### config.mk
export PLATFORM = sky130hd
export DESIGN_NAME = dil_addr_gen
export DESIGN_NICKNAME = d
export VERILOG_FILES = /design/src/rtl/dil_pkg.sv /design/src/rtl/dil_size_check.sv /design/src/rtl/dil_index_walk.sv /design/src/rtl/dil_addr_form.sv /design/src/rtl/dil_addr_gen.sv
export SDC_FILE = /design/constraint.sdc
export NUM_CORES = 1
export LEC_CHECK = 0
export BUFFER_PORTS_ARGS = -buffer_cell sky130_fd_sc_hd__buf_2
export CAP_MARGIN = 40
export CORE_MARGIN = 8
export CORE_UTILIZATION = 49
export DETAILED_ROUTE_END_ITERATION = 8
export GPL_ROUTABILITY_DRIVEN = 0
export PLACE_DENSITY = 0.71
export SYNTH_ARGS = -nofsm -noshare
export SYNTH_HDL_FRONTEND = slang
export SYNTH_SLANG_ARGS = --single-unit
### constraint.sdc
create_clock -name clk -period 3 [get_ports clk]
set_input_delay 0.15 -clock clk [delete_from_list [all_inputs] [get_ports clk]]
set_output_delay 0.15 -clock clk [all_outputs]
set_load 0.05 [all_outputs]
### src/rtl/dil_pkg.sv
package dil_pkg;

  typedef enum logic {
    MOD_QAM16 = 1'b0,
    MOD_QAM64 = 1'b1
  } mod_e;

  // Number of columns in one rotation group.
  function automatic logic [1:0] group_len(mod_e m);
    return (m == MOD_QAM64) ? 2'd3 : 2'd2;
  endfunction

  // Column slot read at position o of a group, for row phase r.
  function automatic logic [1:0] rot_slot(mod_e m, logic [1:0] o, logic [1:0] r);
    logic [2:0] s;
    if (m == MOD_QAM16) begin
      return {1'b0, o[0] ^ r[0]};
    end
    s = {1'b0, o} + {1'b0, r};
    return (s >= 3'd3) ? 2'(s - 3'd3) : s[1:0];
  endfunction

  // Row phase after advancing by one row (row index mod group length).
  function automatic logic [1:0] next_phase(mod_e m, logic [1:0] r);
    return (r == group_len(m) - 2'd1) ? 2'd0 : r + 2'd1;
  endfunction

endpackage

### src/rtl/dil_size_check.sv
module dil_size_check
  import dil_pkg::*;
#(
  parameter int ROWS     = 16,
  parameter int ADDR_W   = 11,
  parameter int MAX_BITS = 2048
) (
  input  logic              clk,
  input  logic              rst_n,
  input  logic              go,
  input  mod_e              mode_i,
  input  logic [ADDR_W:0]   nbits_i,
  output logic              busy_o,
  output logic              done_o,
  output logic              ok_o,
  output mod_e              mode_o,
  output logic [ADDR_W:0]   nbits_o
);

  localparam int N_W   = ADDR_W + 1;
  localparam int ACC_W = ADDR_W + 3;
  localparam logic [ACC_W-1:0] STEP16 = ACC_W'(2 * ROWS);
  localparam logic [ACC_W-1:0] STEP64 = ACC_W'(3 * ROWS);
  localparam logic [N_W-1:0]   MAX_N  = N_W'(MAX_BITS);

  logic             busy_q;
  logic [ACC_W-1:0] acc_q;
  mod_e             mode_q;
  logic [N_W-1:0]   nbits_q;

  logic [ACC_W-1:0] step_w;
  logic [ACC_W-1:0] target_w;
  logic             reached_w;
  logic             exact_w;
  logic             ok_w;

  assign step_w    = (mode_q == MOD_QAM64) ? STEP64 : STEP16;
  assign target_w  = {2'b00, nbits_q};
  assign reached_w = busy_q && (acc_q >= target_w);
  assign exact_w   = (acc_q == target_w);
  assign ok_w      = reached_w && exact_w && (nbits_q != '0) && (nbits_q <= MAX_N);

  always_ff @(posedge clk) begin
    if (!rst_n) begin
      busy_q  <= 1'b0;
      acc_q   <= '0;
      mode_q  <= MOD_QAM16;
      nbits_q <= '0;
    end else if (go) begin
      busy_q  <= 1'b1;
      acc_q   <= '0;
      mode_q  <= mode_i;
      nbits_q <= nbits_i;
    end else if (busy_q) begin
      if (reached_w) begin
        busy_q <= 1'b0;
      end else begin
        acc_q <= acc_q + step_w;
      end
    end
  end

  assign busy_o  = busy_q;
  assign done_o  = reached_w;
  assign ok_o    = ok_w;
  assign mode_o  = mode_q;
  assign nbits_o = nbits_q;

  // An accepted size is a whole number of column groups.
  assert_ok_is_group_multiple_R6: assert property (@(posedge clk) disable iff (!rst_n)
    ok_w |-> ((int'(nbits_q) % int'(step_w)) == 0));

  // The scan always terminates with a verdict before the accumulator passes N.
  assert_scan_no_overshoot_R6: assert property (@(posedge clk) disable iff (!rst_n)
    (busy_q && !reached_w) |=> (busy_q && (acc_q < target_w + step_w)));

endmodule

### src/rtl/dil_index_walk.sv
module dil_index_walk
  import dil_pkg::*;
#(
  parameter int ROWS   = 16,
  parameter int ADDR_W = 11
) (
  input  logic                        clk,
  input  logic                        rst_n,
  input  logic                        launch,
  input  mod_e                        mode_i,
  input  logic [ADDR_W:0]             nbits_i,
  output logic                        active_o,
  output logic [$clog2(ROWS)-1:0]     row_o,
  output logic [1:0]                  slot_o,
  output logic [ADDR_W:0]             gbase_o,
  output logic                        last_o
);

  localparam int ROW_W = $clog2(ROWS);
  localparam int N_W   = ADDR_W + 1;
  localparam logic [N_W-1:0]   GSTEP16  = N_W'(2 * ROWS);
  localparam logic [N_W-1:0]   GSTEP64  = N_W'(3 * ROWS);
  localparam logic [ROW_W-1:0] LAST_ROW = ROW_W'(ROWS - 1);

  logic             active_q;
  logic [ROW_W-1:0] row_q;
  logic [1:0]       phase_q;
  logic [1:0]       pos_q;
  logic [N_W-1:0]   gbase_q;

  logic [1:0]       glen_w;
  logic [N_W-1:0]   gstep_w;
  logic [N_W:0]     gnext_w;
  logic             group_end_w;
  logic             row_end_w;
  logic             last_w;

  assign glen_w      = group_len(mode_i);
  assign gstep_w     = (mode_i == MOD_QAM64) ? GSTEP64 : GSTEP16;
  assign gnext_w     = {1'b0, gbase_q} + {1'b0, gstep_w};
  assign group_end_w = active_q && (pos_q == glen_w - 2'd1);
  assign row_end_w   = group_end_w && (gnext_w == {1'b0, nbits_i});
  assign last_w      = row_end_w && (row_q == LAST_ROW);

  always_ff @(posedge clk) begin
    if (!rst_n) begin
      active_q <= 1'b0;
      row_q    <= '0;
      phase_q  <= 2'd0;
      pos_q    <= 2'd0;
      gbase_q  <= '0;
    end else if (launch) begin
      active_q <= 1'b1;
      row_q    <= '0;
      phase_q  <= 2'd0;
      pos_q    <= 2'd0;
      gbase_q  <= '0;
    end else if (active_q) begin
      if (!group_end_w) begin
        pos_q <= pos_q + 2'd1;
      end else begin
        pos_q <= 2'd0;
        if (row_end_w) begin
          gbase_q <= '0;
          row_q   <= row_q + 1'b1;
          phase_q <= next_phase(mode_i, phase_q);
          if (last_w) begin
            active_q <= 1'b0;
          end
        end else begin
          gbase_q <= gnext_w[N_W-1:0];
        end
      end
    end
  end

  assign active_o = active_q;
  assign row_o    = row_q;
  assign slot_o   = rot_slot(mode_i, pos_q, phase_q);
  assign gbase_o  = gbase_q;
  assign last_o   = last_w;

  // The incremental row phase always equals row mod group length.
  assert_phase_tracks_row_R3: assert property (@(posedge clk) disable iff (!rst_n)
    active_q |-> (int'(phase_q) == (int'(row_q) % int'(glen_w))));

  // The group base never leaves the block.
  assert_gbase_in_block_R4: assert property (@(posedge clk) disable iff (!rst_n)
    active_q |-> (gbase_q < nbits_i));

endmodule

### src/rtl/dil_addr_form.sv
module dil_addr_form
  import dil_pkg::*;
#(
  parameter int ROWS   = 16,
  parameter int ADDR_W = 11
) (
  input  logic                     clk,
  input  logic                     rst_n,
  input  logic                     active_i,
  input  logic                     last_i,
  input  logic [$clog2(ROWS)-1:0]  row_i,
  input  logic [1:0]               slot_i,
  input  logic [ADDR_W:0]          gbase_i,
  input  logic [ADDR_W:0]          nbits_i,
  output logic [ADDR_W-1:0]        addr_o,
  output logic                     valid_o,
  output logic                     end_o
);

  localparam int ROW_W = $clog2(ROWS);
  localparam int N_W   = ADDR_W + 1;
  localparam logic [N_W-1:0] SCALE1 = N_W'(ROWS);
  localparam logic [N_W-1:0] SCALE2 = N_W'(2 * ROWS);

  logic [N_W-1:0] slot_off_w;
  logic [N_W-1:0] sum_w;
  logic [ADDR_W-1:0] addr_q;
  logic valid_q;
  logic end_q;

  // Slot times ROWS: a constant shift-and-add, no general multiplier.
  always_comb begin
    unique case (slot_i)
      2'd0:    slot_off_w = '0;
      2'd1:    slot_off_w = SCALE1;
      default: slot_off_w = SCALE2;
    endcase
  end

  assign sum_w = gbase_i + slot_off_w + {{(N_W-ROW_W){1'b0}}, row_i};

  always_ff @(posedge clk) begin
    if (!rst_n) begin
      addr_q  <= '0;
      valid_q <= 1'b0;
      end_q   <= 1'b0;
    end else begin
      valid_q <= active_i;
      end_q   <= active_i && last_i;
      if (active_i) begin
        addr_q <= sum_w[ADDR_W-1:0];
      end
    end
  end

  assign addr_o  = addr_q;
  assign valid_o = valid_q;
  assign end_o   = end_q;

  // Every emitted address lies inside the block.
  assert_addr_in_block_R4: assert property (@(posedge clk) disable iff (!rst_n)
    valid_q |-> ({1'b0, addr_q} < nbits_i));

endmodule

### src/rtl/dil_addr_gen.sv
module dil_addr_gen
  import dil_pkg::*;
#(
  parameter int ROWS     = 16,
  parameter int ADDR_W   = 11,
  parameter int MAX_BITS = 2048
) (
  input  logic              clk,
  input  logic              rst_n,
  input  logic              start,
  input  logic              mode_sel,
  input  logic [ADDR_W:0]   blk_bits,
  output logic [ADDR_W-1:0] addr,
  output logic              addr_valid,
  output logic              blk_end,
  output logic              size_err
);

  localparam int ROW_W = $clog2(ROWS);

  logic              sz_busy_w;
  logic              sz_done_w;
  logic              sz_ok_w;
  mod_e              cfg_mode_w;
  logic [ADDR_W:0]   cfg_bits_w;

  logic              walk_active_w;
  logic [ROW_W-1:0]  walk_row_w;
  logic [1:0]        walk_slot_w;
  logic [ADDR_W:0]   walk_gbase_w;
  logic              walk_last_w;

  logic idle_w;
  logic accept_w;
  logic launch_w;
  logic reject_w;
  logic err_q;

  assign idle_w   = !sz_busy_w && !walk_active_w;
  assign accept_w = start && idle_w;
  assign launch_w = sz_done_w && sz_ok_w;
  assign reject_w = sz_done_w && !sz_ok_w;

  dil_size_check #(.ROWS(ROWS), .ADDR_W(ADDR_W), .MAX_BITS(MAX_BITS)) u_size (
    .clk     (clk),
    .rst_n   (rst_n),
    .go      (accept_w),
    .mode_i  (mod_e'(mode_sel)),
    .nbits_i (blk_bits),
    .busy_o  (sz_busy_w),
    .done_o  (sz_done_w),
    .ok_o    (sz_ok_w),
    .mode_o  (cfg_mode_w),
    .nbits_o (cfg_bits_w)
  );

  dil_index_walk #(.ROWS(ROWS), .ADDR_W(ADDR_W)) u_walk (
    .clk      (clk),
    .rst_n    (rst_n),
    .launch   (launch_w),
    .mode_i   (cfg_mode_w),
    .nbits_i  (cfg_bits_w),
    .active_o (walk_active_w),
    .row_o    (walk_row_w),
    .slot_o   (walk_slot_w),
    .gbase_o  (walk_gbase_w),
    .last_o   (walk_last_w)
  );

  dil_addr_form #(.ROWS(ROWS), .ADDR_W(ADDR_W)) u_form (
    .clk      (clk),
    .rst_n    (rst_n),
    .active_i (walk_active_w),
    .last_i   (walk_last_w),
    .row_i    (walk_row_w),
    .slot_i   (walk_slot_w),
    .gbase_i  (walk_gbase_w),
    .nbits_i  (cfg_bits_w),
    .addr_o   (addr),
    .valid_o  (addr_valid),
    .end_o    (blk_end)
  );

  always_ff @(posedge clk) begin
    if (!rst_n) begin
      err_q <= 1'b0;
    end else if (accept_w) begin
      err_q <= 1'b0;
    end else if (reject_w) begin
      err_q <= 1'b1;
    end
  end

  assign size_err = err_q;

  // The end marker rides on a valid address.
  assert_end_has_valid_R5: assert property (@(posedge clk) disable iff (!rst_n)
    blk_end |-> addr_valid);

  // After the end marker the output goes quiet.
  assert_quiet_after_end_R5: assert property (@(posedge clk) disable iff (!rst_n)
    blk_end |=> !addr_valid);

  // The stream has no holes until the end marker.
  assert_no_gap_R4: assert property (@(posedge clk) disable iff (!rst_n)
    (addr_valid && !blk_end) |=> addr_valid);

  // A rejected size produces no address.
  assert_err_silent_R6: assert property (@(posedge clk) disable iff (!rst_n)
    size_err |-> !addr_valid);

  // The latched configuration holds while the walk runs.
  assert_cfg_held_R7: assert property (@(posedge clk) disable iff (!rst_n)
    walk_active_w |=> ($stable(cfg_mode_w) && $stable(cfg_bits_w)));

  // Sizing and walking never overlap.
  assert_phases_exclusive_R7: assert property (@(posedge clk) disable iff (!rst_n)
    !(sz_busy_w && walk_active_w));

endmodule

==> results of run 1 <==
-- synth_stat cells, types with 3 or more instances --
library cell | count | share of area (%)
sky130_fd_sc_hd__nand2_1 | 45 | 5.5
sky130_fd_sc_hd__o211a_1 | 5 | 1.6
sky130_fd_sc_hd__xor2_1 | 8 | 2.3
sky130_fd_sc_hd__o21ai_0 | 17 | 2.8
sky130_fd_sc_hd__o31ai_1 | 3 | 0.73
sky130_fd_sc_hd__buf_2 | 3 | 0.49
sky130_fd_sc_hd__nor3_1 | 5 | 0.81
sky130_fd_sc_hd__clkbuf_1 | 10 | 1.2
sky130_fd_sc_hd__nand3b_1 | 4 | 0.98
sky130_fd_sc_hd__or3_1 | 4 | 0.81
sky130_fd_sc_hd__nand3_1 | 11 | 1.8
sky130_fd_sc_hd__xnor2_1 | 10 | 2.8
sky130_fd_sc_hd__o21a_1 | 4 | 0.98
sky130_fd_sc_hd__mux2i_1 | 11 | 3.6
sky130_fd_sc_hd__inv_1 | 19 | 2.3
sky130_fd_sc_hd__dfxtp_1 | 55 | 36
sky130_fd_sc_hd__or4_1 | 4 | 0.98
sky130_fd_sc_hd__a21oi_1 | 14 | 2.3
sky130_fd_sc_hd__and3_1 | 5 | 1.0
sky130_fd_sc_hd__a21boi_0 | 13 | 3.2
sky130_fd_sc_hd__ha_1 | 17 | 6.9
sky130_fd_sc_hd__nor4_1 | 8 | 1.6
sky130_fd_sc_hd__nor2b_1 | 8 | 1.6
sky130_fd_sc_hd__nor2_1 | 31 | 3.8
-- cells by family after synthesis --
family / share of synthesized area [%]
AND/OR/NAND/NOR: 25.9
AO/OA/AOI/OAI: 17.1
flip-flops: 35.8
buffers and inverters: 4.88
XOR/XNOR: 5.13
adder cells (fa/ha/maj): 7.57
multiplexers: 3.58
-- what timing repair did --
| item | CTS | global route |
|---|---|---|
| setup endpoints to repair | 0 | 5 |
| endpoints found under the hold margin | 0 | 0 |
| resized for setup | 0 | 5 |
-- worst max-delay path: cells and delay by family, from the launching register on --
kind / cells / cell delay [ns]
buf+inv: 2 / 0.11
compound gates: 3 / 0.45
fa+ha+maj: 4 / 1.17
xor+xnor: 1 / 0.15
simple gates: 5 / 0.45
flops: 1 / 0.35
-- flip-flops by register name, indices dropped and copies added, names as in the netlist --
signal / count
u_size.busy_o: 1
u_size.acc_q: 10
u_walk.gbase_o: 8
u_size.mode_o: 1
u_walk.active_o: 1
u_size.nbits_o: 12
u_walk.phase_q: 2
size_err: 1
u_form.valid_o: 1
u_form.addr_o: 11
u_form.end_o: 1
u_walk.pos_q: 2
u_walk.row_o: 4
-- metrics by stage --
step                      TNS (ns)  hold slack (ns)
after floorplan                  0            0.295
after global placement           0            0.404
after detailed placement         0            0.413
after CTS                        0           0.0809
after global routing      -0.00591           0.0826
final                            0           0.0802
-- where the power goes --
group          switching [mW]  internal (mW)
clock network           0.236          0.165
registers              0.0208          0.755
logic                   0.159         0.0981
total                   0.416           1.02
-- layout make-up --
| class | instances | area share, % |
|---|---|---|
| clock buffer | 7 | 2.23 |
| clock inverter | 1 | 0.146 |
| inverter | 19 | 2.09 |
| multi-input combinational | 269 | 53.8 |
| sequential | 55 | 32.3 |
| tap | 77 | 2.82 |
| timing repair buffer | 40 | 6.66 |
-- worst max path at each step --
| stage | end | slack, ns | cells past startpoint |
|---|---|---|---|
| 2_1_floorplan | u_form.addr_o[9]$_SDFFE_PN0P_ | 0.1 | 15 |
| 3_3_place_gp | u_form.addr_o[9]$_SDFFE_PN0P_ | 0.17 | 15 |
| 3_5_place_dp | u_form.addr_o[9]$_SDFFE_PN0P_ | 0.01 | 15 |
| 4_1_cts | u_form.addr_o[9]$_SDFFE_PN0P_ | 0.01 | 15 |
| 5_1_grt | u_form.addr_o[9]$_SDFFE_PN0P_ | -0.006 | 16 |
| 6_report | u_form.addr_o[9]$_SDFFE_PN0P_ | 0.19 | 15 |
-- routing by layer --
metal | vias to the layer above | wire length [um] | global-route usage, %
met5 | - | 0 | 0
met4 | 0 | 88 | 4.55
met3 | 9 | 224 | 2.91
met2 | 43 | 3290 | 27.0
met1 | 1208 | 2990 | 17.7
li1 | 1327 | - | -
==> qor.log, run 1 <==
INFO  run_status     outcome=finished, final reports clean
INFO  synth          syn_area=3070um^2
INFO  worst_setup_path crit_path_max_incr_delay=0.52ns
INFO  finish         final_cell_mix=sky130_fd_sc_hd__dfxtp_1, sky130_fd_sc_hd__nand2_1, sky130_fd_sc_hd__nor2_1
INFO  detailed_routing via_per_inst=5.53
INFO  finish         design_area=3420um^2
INFO  power_and_ir_drop vdd_drop_max=0.321mV
INFO  power_and_ir_drop pwr_density_cell=420nW/um^2
INFO  synth          yosys.cell_types.count=60
INFO  worst_setup_path crit-reg2reg-capture=u_form.addr_o[9]$_SDFFE_PN0P_
INFO  worst_setup_path r2r_cells=15
INFO  worst_setup_path crit_required=3.21ns
INFO  finish         number_of_antenna_repair_diodes=0
INFO  detailed_routing drc=0
INFO  place          place_hpwl=4900um
INFO  finish         nNetsFinal=424
INFO  sta            final.min_clock_period=2.81ns
INFO  clock_tree     insertion_delay=0.30ns
INFO  sta            finalHoldViolCount=0
INFO  worst_setup_path r2r_setup_slack=0.19ns
INFO  min_path       hold_path.class=in -> reg
INFO  finish         layout-drive-gt1-share=16.6%
INFO  floorplan      initial_utilization=49.5%
INFO  synth          count_of_state_elements_after_synthesis=55
INFO  worst_setup_path critical_path.most_common_cell=sky130_fd_sc_hd__ha_1
INFO  clock_tree     clock_tree.htree_level_count=2
INFO  clock_tree     tritoncts.num_buffers=5
INFO  global_route   grt_start_max_net_pins=32
INFO  min_path       hold_path_end=u_size.nbits_o[8]$_SDFFE_PN0P_
INFO  detailed_routing wl_per_cell=14.1um
INFO  clock_tree     cts_tree=yes
INFO  floorplan      fp.dieW=95.2um
INFO  worst_setup_path critical-path-slowest-cell=sky130_fd_sc_hd__fa_1
INFO  sta            slew_headroom=53.4%
INFO  synth          ys_async_sr_fraction=0%
INFO  floorplan      area_of_the_die=9060um^2
INFO  power_and_ir_drop p_leak=1.35nW
INFO  run            maxCapViolations=0
INFO  sta            max_freq=0.356GHz
INFO  finish         layout.core_utilization=55.1%
INFO  finish         nFillCells=587
INFO  synth          synthesis.area_per_instance=8.56um^2
INFO  place          post_placement_setup_slack=0.00955ns
INFO  sta            timing.final.max_slew_violations=0
INFO  clock_tree     worst_setup_hold_path_clk_slew=0.09ns
INFO  floorplan      die-height=95.2um
INFO  sta            final_setup_margin=0.194ns
INFO  finish         area.growth.synth_to_final=11.2%
INFO  worst_setup_path worstSetupPathType=reg -> reg
INFO  global_route   grtUsageTotal=15.1%
INFO  global_route   grt_overflow=0
INFO  global_route   grt_first_pass_wirelength=11200um
INFO  global_route   grt_antenna_before_repair=0
INFO  clock_tree     cts_post_setup_buffers_inserted=0
INFO  finish         layout.area.seq=1100um^2
INFO  synth          number_of_enable_flip_flop_cells_after_synthesis=0
INFO  place          numPortBuffers=29
INFO  worst_setup_path worstSetupEndpointType=register
INFO  worst_setup_path timing.critical_path.fanout_max=3
INFO  finish         mostFrequentLayoutCell=sky130_fd_sc_hd__dfxtp_1
INFO  place          place_inst=460
INFO  clock_tree     clock_sink_count=55
INFO  sta            worst_slew_pin_slew=0.698ns
INFO  floorplan      floorplan.io_pins=30
INFO  sta            finalSetupViolCount=0
INFO  synth          synthesis_warning_total=0
INFO  detailed_routing route.vias.total=2587
INFO  floorplan      core_area=6200um^2
INFO  clock_tree     ctsHoldBuffers=0
INFO  worst_setup_path crit_start=u_walk.pos_q[0]$_SDFFE_PP0P_
INFO  worst_setup_path crit_path_cell_trace=ha_1 > inv_1 > fa_1 > inv_1 > ha_1 > nand2b_4 > o21ai_2 > nor2_1 > ha_1 > a21oi_2 > nor2_1 > nand2_1 > xor2_1 > nand2_1 > o211a_1
INFO  power_and_ir_drop total_power=1.43mW
INFO  worst_setup_path critical_path_arrival=3.02ns
INFO  clock_tree     root_buffer=sky130_fd_sc_hd__clkbuf_8
INFO  clock_tree     clock_path_buffers=2
INFO  global_route   grt_pass1_vias=2528
INFO  synth          synth_fp_nets=393
INFO  finish         multi_input_area=1840um^2
INFO  detailed_routing detail_route.first_pass.iterations=4
INFO  synth          synthesized_instance_count=359
INFO  detailed_routing drt-total-wl=6600um
INFO  worst_setup_path worstSetupStartpointType=register
INFO  synth          synth-main-ff-cell=sky130_fd_sc_hd__dfxtp_1
INFO  finish         layout.cells.non_filler=468
INFO  min_path       hp-start=blk_bits[8]
INFO  sta            timing.clock.skew=0.00214ns
INFO  floorplan      num_rows=29
INFO  detailed_routing detail-route-antenna-nets=0
INFO  worst_setup_path rr_startpoint=u_walk.pos_q[0]$_SDFFE_PP0P_
INFO  detailed_routing drt_first_iter_violations=114
INFO  min_path       holdPathStages=3
INFO  synth          ys_seq_area_share=35.8%
INFO  place          dpl_cell_area=3320um^2
INFO  sta            final_min_period_over_clock_period=93.5%
No activity file was read; power rests on OpenSTA's default activity.
==> inputs of run 2 (changes only) <==
==> constraint.sdc (replaced) <==
create_clock -name clk -period 2.45 [get_ports clk]
set_input_delay 0.1225 -clock clk [delete_from_list [all_inputs] [get_ports clk]]
set_output_delay 0.1225 -clock clk [all_outputs]
set_load 0.05 [all_outputs]
==> run 2 against run 1 <==
Largest power group unchanged. Sequential cell count unchanged. Total power increased by 39%. The run now ends with negative setup slack left. Critical endpoint is now u_form.addr_o[10]$_SDFFE_PN0P_. Final cell count increased by 6.8%. Clock skew increased by 0.0025 ns. Sequential share of layout area decreased by 3.4 points.
==> qor.log, run 2 (same netlist as run 1, synthesis figures left out) <==
INFO  finish         mostFrequentLayoutCell=sky130_fd_sc_hd__dfxtp_1
INFO  sta            final_min_period_over_clock_period=108%
INFO  worst_setup_path endpoint=u_form.addr_o[10]$_SDFFE_PN0P_
INFO  clock_tree     insertion_delay=0.30ns
INFO  clock_tree     clock_sink_count=55
INFO  clock_tree     worst_setup_hold_path_clk_slew=0.10ns
INFO  worst_setup_path worstSetupPathType=reg -> reg
INFO  clock_tree     root_buffer=sky130_fd_sc_hd__clkbuf_8
INFO  worst_setup_path crit_path_max_incr_delay=0.48ns
INFO  power_and_ir_drop p_leak=1.54nW
INFO  finish         layout.area.seq=1110um^2
INFO  floorplan      die-height=95.2um
INFO  worst_setup_path worstSetupStartpointType=register
INFO  global_route   grt_antenna_before_repair=0
INFO  detailed_routing route.vias.total=2718
INFO  worst_setup_path worstSetupEndpointType=register
INFO  detailed_routing wl_per_cell=14.3um
INFO  floorplan      core_area=6200um^2
INFO  worst_setup_path r2r_setup_slack=-0.20ns
INFO  min_path       hold_path.class=in -> reg
INFO  finish         design_area=3840um^2
INFO  global_route   grtUsageTotal=16.3%
INFO  finish         multi_input_area=1970um^2
INFO  global_route   grt_start_max_net_pins=32
INFO  floorplan      num_rows=29
INFO  place          dpl_cell_area=3590um^2
INFO  detailed_routing drt_first_iter_violations=110
INFO  finish         largest_register_ffs=12
INFO  finish         nFillCells=557
INFO  power_and_ir_drop pwr_density_cell=517nW/um^2
INFO  power_and_ir_drop total_power=1.99mW
INFO  place          place_hpwl=5300um
INFO  sta            final.min_clock_period=2.65ns
INFO  sta            final_setup_margin=-0.195ns
INFO  worst_setup_path crit_required=2.71ns
INFO  detailed_routing detail_route.first_pass.iterations=4
INFO  clock_tree     cts_tree=yes
INFO  run            maxCapViolations=0
INFO  global_route   grt_pass1_vias=2698
INFO  worst_setup_path crit-reg2reg-capture=u_form.addr_o[10]$_SDFFE_PN0P_
INFO  sta            finalHoldViolCount=0
INFO  finish         nNetsFinal=456
INFO  power_and_ir_drop vdd_drop_max=0.430mV
INFO  sta            rsz0062_at_grt=true
INFO  sta            fin_tns_setup=-0.627ns
INFO  floorplan      initial_utilization=49.5%
INFO  clock_tree     clock_tree.htree_level_count=2
INFO  finish         final_cell_mix=sky130_fd_sc_hd__dfxtp_1, sky130_fd_sc_hd__nand2_1, sky130_fd_sc_hd__buf_4
INFO  sta            timing.final.max_slew_violations=0
INFO  sta            max_freq=0.378GHz
INFO  worst_setup_path critical-path-slowest-cell=sky130_fd_sc_hd__fa_1
INFO  worst_setup_path cp_num_buf_inv=3
INFO  floorplan      floorplan.io_pins=30
INFO  clock_tree     clock_path_buffers=2
INFO  sta            slew_headroom=48.0%
INFO  floorplan      fp.dieW=95.2um
INFO  run_status     violations=negative setup slack
INFO  detailed_routing via_per_inst=5.44
INFO  detailed_routing drc=0
INFO  finish         area.growth.synth_to_final=25.0%
INFO  worst_setup_path r2r_cells=14
INFO  detailed_routing detail-route-antenna-nets=0
INFO  worst_setup_path crit_path_cell_trace=ha_4 > inv_2 > fa_1 > inv_2 > ha_4 > nand2b_4 > o21ai_2 > nor2_1 > ha_1 > a21oi_4 > buf_4 > or3_1 > nand3_1 > o211a_1
INFO  worst_setup_path timing.critical_path.fanout_max=4
INFO  detailed_routing drt-total-wl=7170um
INFO  floorplan      area_of_the_die=9060um^2
INFO  sta            timing.clock.skew=0.00468ns
INFO  finish         number_of_antenna_repair_diodes=0
INFO  clock_tree     tritoncts.num_buffers=5
INFO  worst_setup_path crit_family=adder cells
INFO  sta            worst_slew_pin_slew=0.780ns
INFO  worst_setup_path rr_startpoint=u_walk.phase_q[0]$_SDFFE_PP0P_
INFO  finish         layout-drive-gt1-share=28.1%
INFO  sta            finalSetupViolCount=5
INFO  run_status     outcome=finished with violations
INFO  worst_setup_path timing.critical_path.depth=14
INFO  worst_setup_path critical_path_arrival=2.90ns
INFO  global_route   grt_overflow=0
INFO  global_route   grt_first_pass_wirelength=12100um
INFO  worst_setup_path crit_start=u_walk.phase_q[0]$_SDFFE_PP0P_
INFO  place          numPortBuffers=29
## run 2: changes by cell type in the layout (fill, tap and decap cells not counted), sizes merged
cell      previous run  this run
clkbuf               7         6
buf                 40        72
clkinvlp             0         1
bufinv               0         1
clkinv               1         0
## run 2: timing repair
item / CTS / global route
endpoints found under the setup margin: 18 / 18
resized for setup: 5 / 16
pin swaps: 6 / 13
cloned: 0 / 0
hold buffers: 0 / 0
setup buffers: 3 / 1
## run 2: worst min-delay path by stage
stage                 startpoint                              end  slack [ns]  cells after the start
floorplan               mode_sel       u_size.mode_o$_SDFFE_PN0P_        0.27                      2
global placement     blk_bits[3]   u_size.nbits_o[3]$_SDFFE_PN0P_        0.38                      3
detailed placement   blk_bits[3]   u_size.nbits_o[3]$_SDFFE_PN0P_        0.38                      3
CTS                 blk_bits[10]  u_size.nbits_o[10]$_SDFFE_PN0P_        0.05                      3
global route         blk_bits[3]   u_size.nbits_o[3]$_SDFFE_PN0P_        0.04                      3
finish              blk_bits[10]  u_size.nbits_o[10]$_SDFFE_PN0P_        0.05                      3
## run 2: cell type report
| type | instances | area share (%) |
|---|---|---|
| inverter | 19 | 1.86 |
| sequential | 55 | 28.9 |
| clock buffer | 6 | 2.44 |
| multi-input combinational | 269 | 51.1 |
| clock inverter | 2 | 0.977 |
| timing repair buffer | 72 | 12.2 |
| tap | 77 | 2.51 |
## run 2: where the power goes
group	switching, mW	internal (mW)
Sequential	0.0226	0.924
Clock	0.306	0.367
Combinational	0.212	0.156
Total	0.542	1.45
## run 2: tightest hold or removal path, stage by stage
cell and delay [ns]:
sky130_fd_sc_hd__buf_2 0.09, sky130_fd_sc_hd__nand2_1 0.04, sky130_fd_sc_hd__a21boi_0 0.06
## run 2: metal layers
metal | track usage (%) | routed length (um)
met1 | 19.4 | 3240
met2 | 29.6 | 3590
met3 | 2.76 | 257
met4 | 4.16 | 78
met5 | 0 | 0
## run 2: per-stage QoR
stage	hold WS [ns]	utilization [%]	setup WS (ns)	instances
floorplan	0.267	-	-0.141	359
global placement	0.378	57.9	-0.139	490
detailed placement	0.382	57.9	-0.223	490
CTS	0.0476	60.8	-0.218	501
global route	0.0393	61.9	-0.369	500
finish	0.0542	61.9	-0.195	500
==> inputs of run 3 (changes only) <==
--- a/config.mk
+++ b/config.mk
@@ -15,3 +15,4 @@
 export SYNTH_ARGS = -nofsm -noshare
 export SYNTH_HDL_FRONTEND = slang
 export SYNTH_SLANG_ARGS = --single-unit
+export TNS_END_PERCENT = 30
==> run 3 against run 2 <==
The run still ends with negative setup slack left. Total power shrank 8.4%. Count of clock-buffer cells in the layout grew 1. Routed wire length grew 0.93%. First-iteration DRC count grew 5.5%. Clock skew shrank 0.00058 ns. Hold slack lost 0.0045 ns. Final area shrank 0.36%. Sequential share of layout area grew 0.14 points. Combinational power is essentially flat.
==> qor.log, run 3 (same netlist as run 1, synthesis figures left out) <==
INFO  run_status     outcome=finished with violations
INFO  run_status     violations=negative setup slack
INFO  finish         largest_register_ffs=12
INFO  floorplan      fp.dieW=95.2um
INFO  global_route   grt_antenna_before_repair=0
INFO  detailed_routing detail_route.first_pass.iterations=5
INFO  min_path       hold_path.class=in -> reg
INFO  finish         layout.cells.non_filler=502
INFO  place          place_hpwl=5310um
INFO  sta            max_freq=0.374GHz
INFO  worst_setup_path rr_startpoint=u_walk.phase_q[0]$_SDFFE_PP0P_
INFO  worst_setup_path crit-reg2reg-capture=u_form.addr_o[10]$_SDFFE_PN0P_
INFO  clock_tree     worst_setup_hold_path_clk_slew=0.10ns
INFO  floorplan      die-height=95.2um
INFO  sta            slew_headroom=49.5%
INFO  worst_setup_path r2r_setup_slack=-0.23ns
INFO  power_and_ir_drop p_leak=1.54nW
INFO  finish         layout.core_utilization=61.7%
INFO  global_route   grtUsageTotal=16.5%
INFO  sta            rsz0062_at_grt=true
INFO  detailed_routing detail-route-antenna-nets=0
INFO  sta            timing.final.max_slew_violations=0
INFO  global_route   grt_pass1_vias=2713
INFO  sta            timing.clock.skew=0.00409ns
INFO  sta            final.min_clock_period=2.68ns
INFO  min_path       holdPathStages=3
INFO  floorplan      initial_utilization=49.5%
INFO  power_and_ir_drop p_clk_share=27.7%
INFO  place          post_placement_setup_slack=-0.237ns
INFO  floorplan      core_area=6200um^2
INFO  run            maxCapViolations=0
INFO  worst_setup_path worstSetupStartpointType=register
INFO  global_route   grt_start_max_net_pins=32
INFO  sta            final_min_period_over_clock_period=109%
INFO  detailed_routing drt-total-wl=7240um
INFO  finish         layout-drive-gt1-share=28.9%
INFO  min_path       hold_path_end=u_size.nbits_o[10]$_SDFFE_PN0P_
INFO  sta            finalHoldViolCount=0
INFO  detailed_routing via_per_inst=5.49
INFO  place          numPortBuffers=29
INFO  floorplan      area_of_the_die=9060um^2
INFO  detailed_routing drc=0
INFO  finish         nNetsFinal=458
INFO  clock_tree     clock_tree.htree_level_count=2
INFO  sta            finalSetupViolCount=6
INFO  power_and_ir_drop power_switching=0.537mW
INFO  worst_setup_path critical_path_arrival=2.94ns
INFO  min_path       hp-start=blk_bits[10]
INFO  worst_setup_path worstSetupEndpointType=register
INFO  clock_tree     root_buffer=sky130_fd_sc_hd__clkbuf_8
INFO  power_and_ir_drop cellInternalPower=1.28mW
INFO  place          place_inst=492
INFO  power_and_ir_drop net_sw_share=29.5%
INFO  sta            final_setup_margin=-0.227ns
INFO  global_route   grt_overflow=0
INFO  worst_setup_path worstSetupPathType=reg -> reg
INFO  power_and_ir_drop total_power=1.82mW
INFO  clock_tree     cts_tree=yes
INFO  power_and_ir_drop combinationalPowerShare=20.3%
INFO  floorplan      floorplan.io_pins=30
INFO  power_and_ir_drop power.sequential.fraction=52.0%
INFO  detailed_routing wl_per_cell=14.4um
INFO  finish         number_of_antenna_repair_diodes=0
INFO  finish         final_cell_mix=sky130_fd_sc_hd__dfxtp_1, sky130_fd_sc_hd__nand2_1, sky130_fd_sc_hd__buf_4
INFO  detailed_routing drt_first_iter_violations=116
INFO  finish         area.growth.synth_to_final=24.6%
INFO  power_and_ir_drop pwr_density_cell=475nW/um^2
INFO  place          dpl_cell_area=3610um^2
INFO  global_route   grt_first_pass_wirelength=12000um
INFO  finish         design_area=3830um^2
INFO  power_and_ir_drop vdd_drop_max=0.293mV
INFO  finish         mostFrequentLayoutCell=sky130_fd_sc_hd__dfxtp_1
INFO  clock_tree     clock_sink_count=55
INFO  worst_setup_path crit_required=2.72ns
INFO  worst_setup_path timing.critical_path.fanout_max=4
INFO  sta            worst_slew_pin_slew=0.757ns
INFO  floorplan      num_rows=29
INFO  detailed_routing route.vias.total=2758
INFO  clock_tree     insertion_delay=0.31ns
INFO  worst_setup_path r2r_cells=14
INFO  clock_tree     tritoncts.num_buffers=5
INFO  clock_tree     clock_path_buffers=2
-- run 3: stage by stage --
| stage | TNS (ns) | hold WS, ns |
|---|---|---|
| final | -0.928 | 0.0497 |
| after global routing | -1.67 | 0.0676 |
| after CTS | -0.737 | 0.0492 |
| after detailed placement | -0.855 | 0.383 |
| after global placement | -0.428 | 0.377 |
| after floorplan | -0.379 | 0.267 |
-- run 3: how the worst max path moves through the flow --
| stage | from | to | cells after the start |
|---|---|---|---|
| after CTS | u_walk.phase_q[0]$_SDFFE_PP0P_ | u_form.addr_o[10]$_SDFFE_PN0P_ | 14 |
| after floorplan | u_walk.phase_q[0]$_SDFFE_PP0P_ | u_form.addr_o[9]$_SDFFE_PN0P_ | 15 |
| after detailed placement | u_walk.phase_q[0]$_SDFFE_PP0P_ | u_form.addr_o[9]$_SDFFE_PN0P_ | 15 |
| after global placement | u_walk.phase_q[0]$_SDFFE_PP0P_ | u_form.addr_o[9]$_SDFFE_PN0P_ | 15 |
| final | u_walk.phase_q[0]$_SDFFE_PP0P_ | u_form.addr_o[10]$_SDFFE_PN0P_ | 14 |
| after global routing | u_walk.phase_q[0]$_SDFFE_PP0P_ | u_form.addr_o[9]$_SDFFE_PN0P_ | 15 |
-- run 3: per-layer routing --
metal / part of all wire [%] / vias up / GRT usage (%)
met5: 0 / - / 0
met3: 2.8 / 10 / 2.83
met1: 46 / 1320 / 18.8
li1: - / 1389 / -
met2: 50 / 39 / 29.6
met4: 1.6 / 0 / 6.63
-- run 3: cell type report --
cell class                 count  area [um^2]
fill                         540         2370
sequential                    55         1110
timing repair buffer          74          487
tap                           77         96.3
clock inverter                 1         5.00
clock buffer                   7         76.3
multi-input combinational    269         1980
inverter                      19         71.3
-- run 3: timing repair --
| action | in CTS | in global routing |
|---|---|---|
| endpoints found under the setup margin | 11 | 22 |
| setup buffers | 1 | 1 |
| resized for setup | 7 | 19 |
| cloned | 0 | 0 |
| pin swaps | 5 | 12 |
| hold buffers | 0 | 0 |
-- run 3: critical path: stages (launching register included) --
cell and delay (ns):
sky130_fd_sc_hd__dfxtp_4 0.37, sky130_fd_sc_hd__ha_4 0.12, sky130_fd_sc_hd__inv_2 0.03, sky130_fd_sc_hd__fa_1 0.48, sky130_fd_sc_hd__inv_2 0.05, sky130_fd_sc_hd__ha_4 0.14
sky130_fd_sc_hd__nand2b_4 0.15, sky130_fd_sc_hd__o21ai_2 0.13, sky130_fd_sc_hd__nor2_1 0.07, sky130_fd_sc_hd__ha_1 0.34, sky130_fd_sc_hd__a21oi_4 0.09, sky130_fd_sc_hd__buf_4 0.13
sky130_fd_sc_hd__or3_1 0.30, sky130_fd_sc_hd__nand3_1 0.09, sky130_fd_sc_hd__o211a_1 0.13
-- run 3: power groups by stage --
| stage | logic [mW] | clock network [mW] | registers [mW] |
|---|---|---|---|
| after global routing | 0.410 | 0.543 | 0.950 |
| final | 0.370 | 0.505 | 0.946 |
| after CTS | 0.366 | 0.520 | 0.946 |
| after global placement | 0.353 | 0 | 0.966 |
| after floorplan | 0.213 | 0 | 0.993 |
| after detailed placement | 0.363 | 0 | 0.967 |
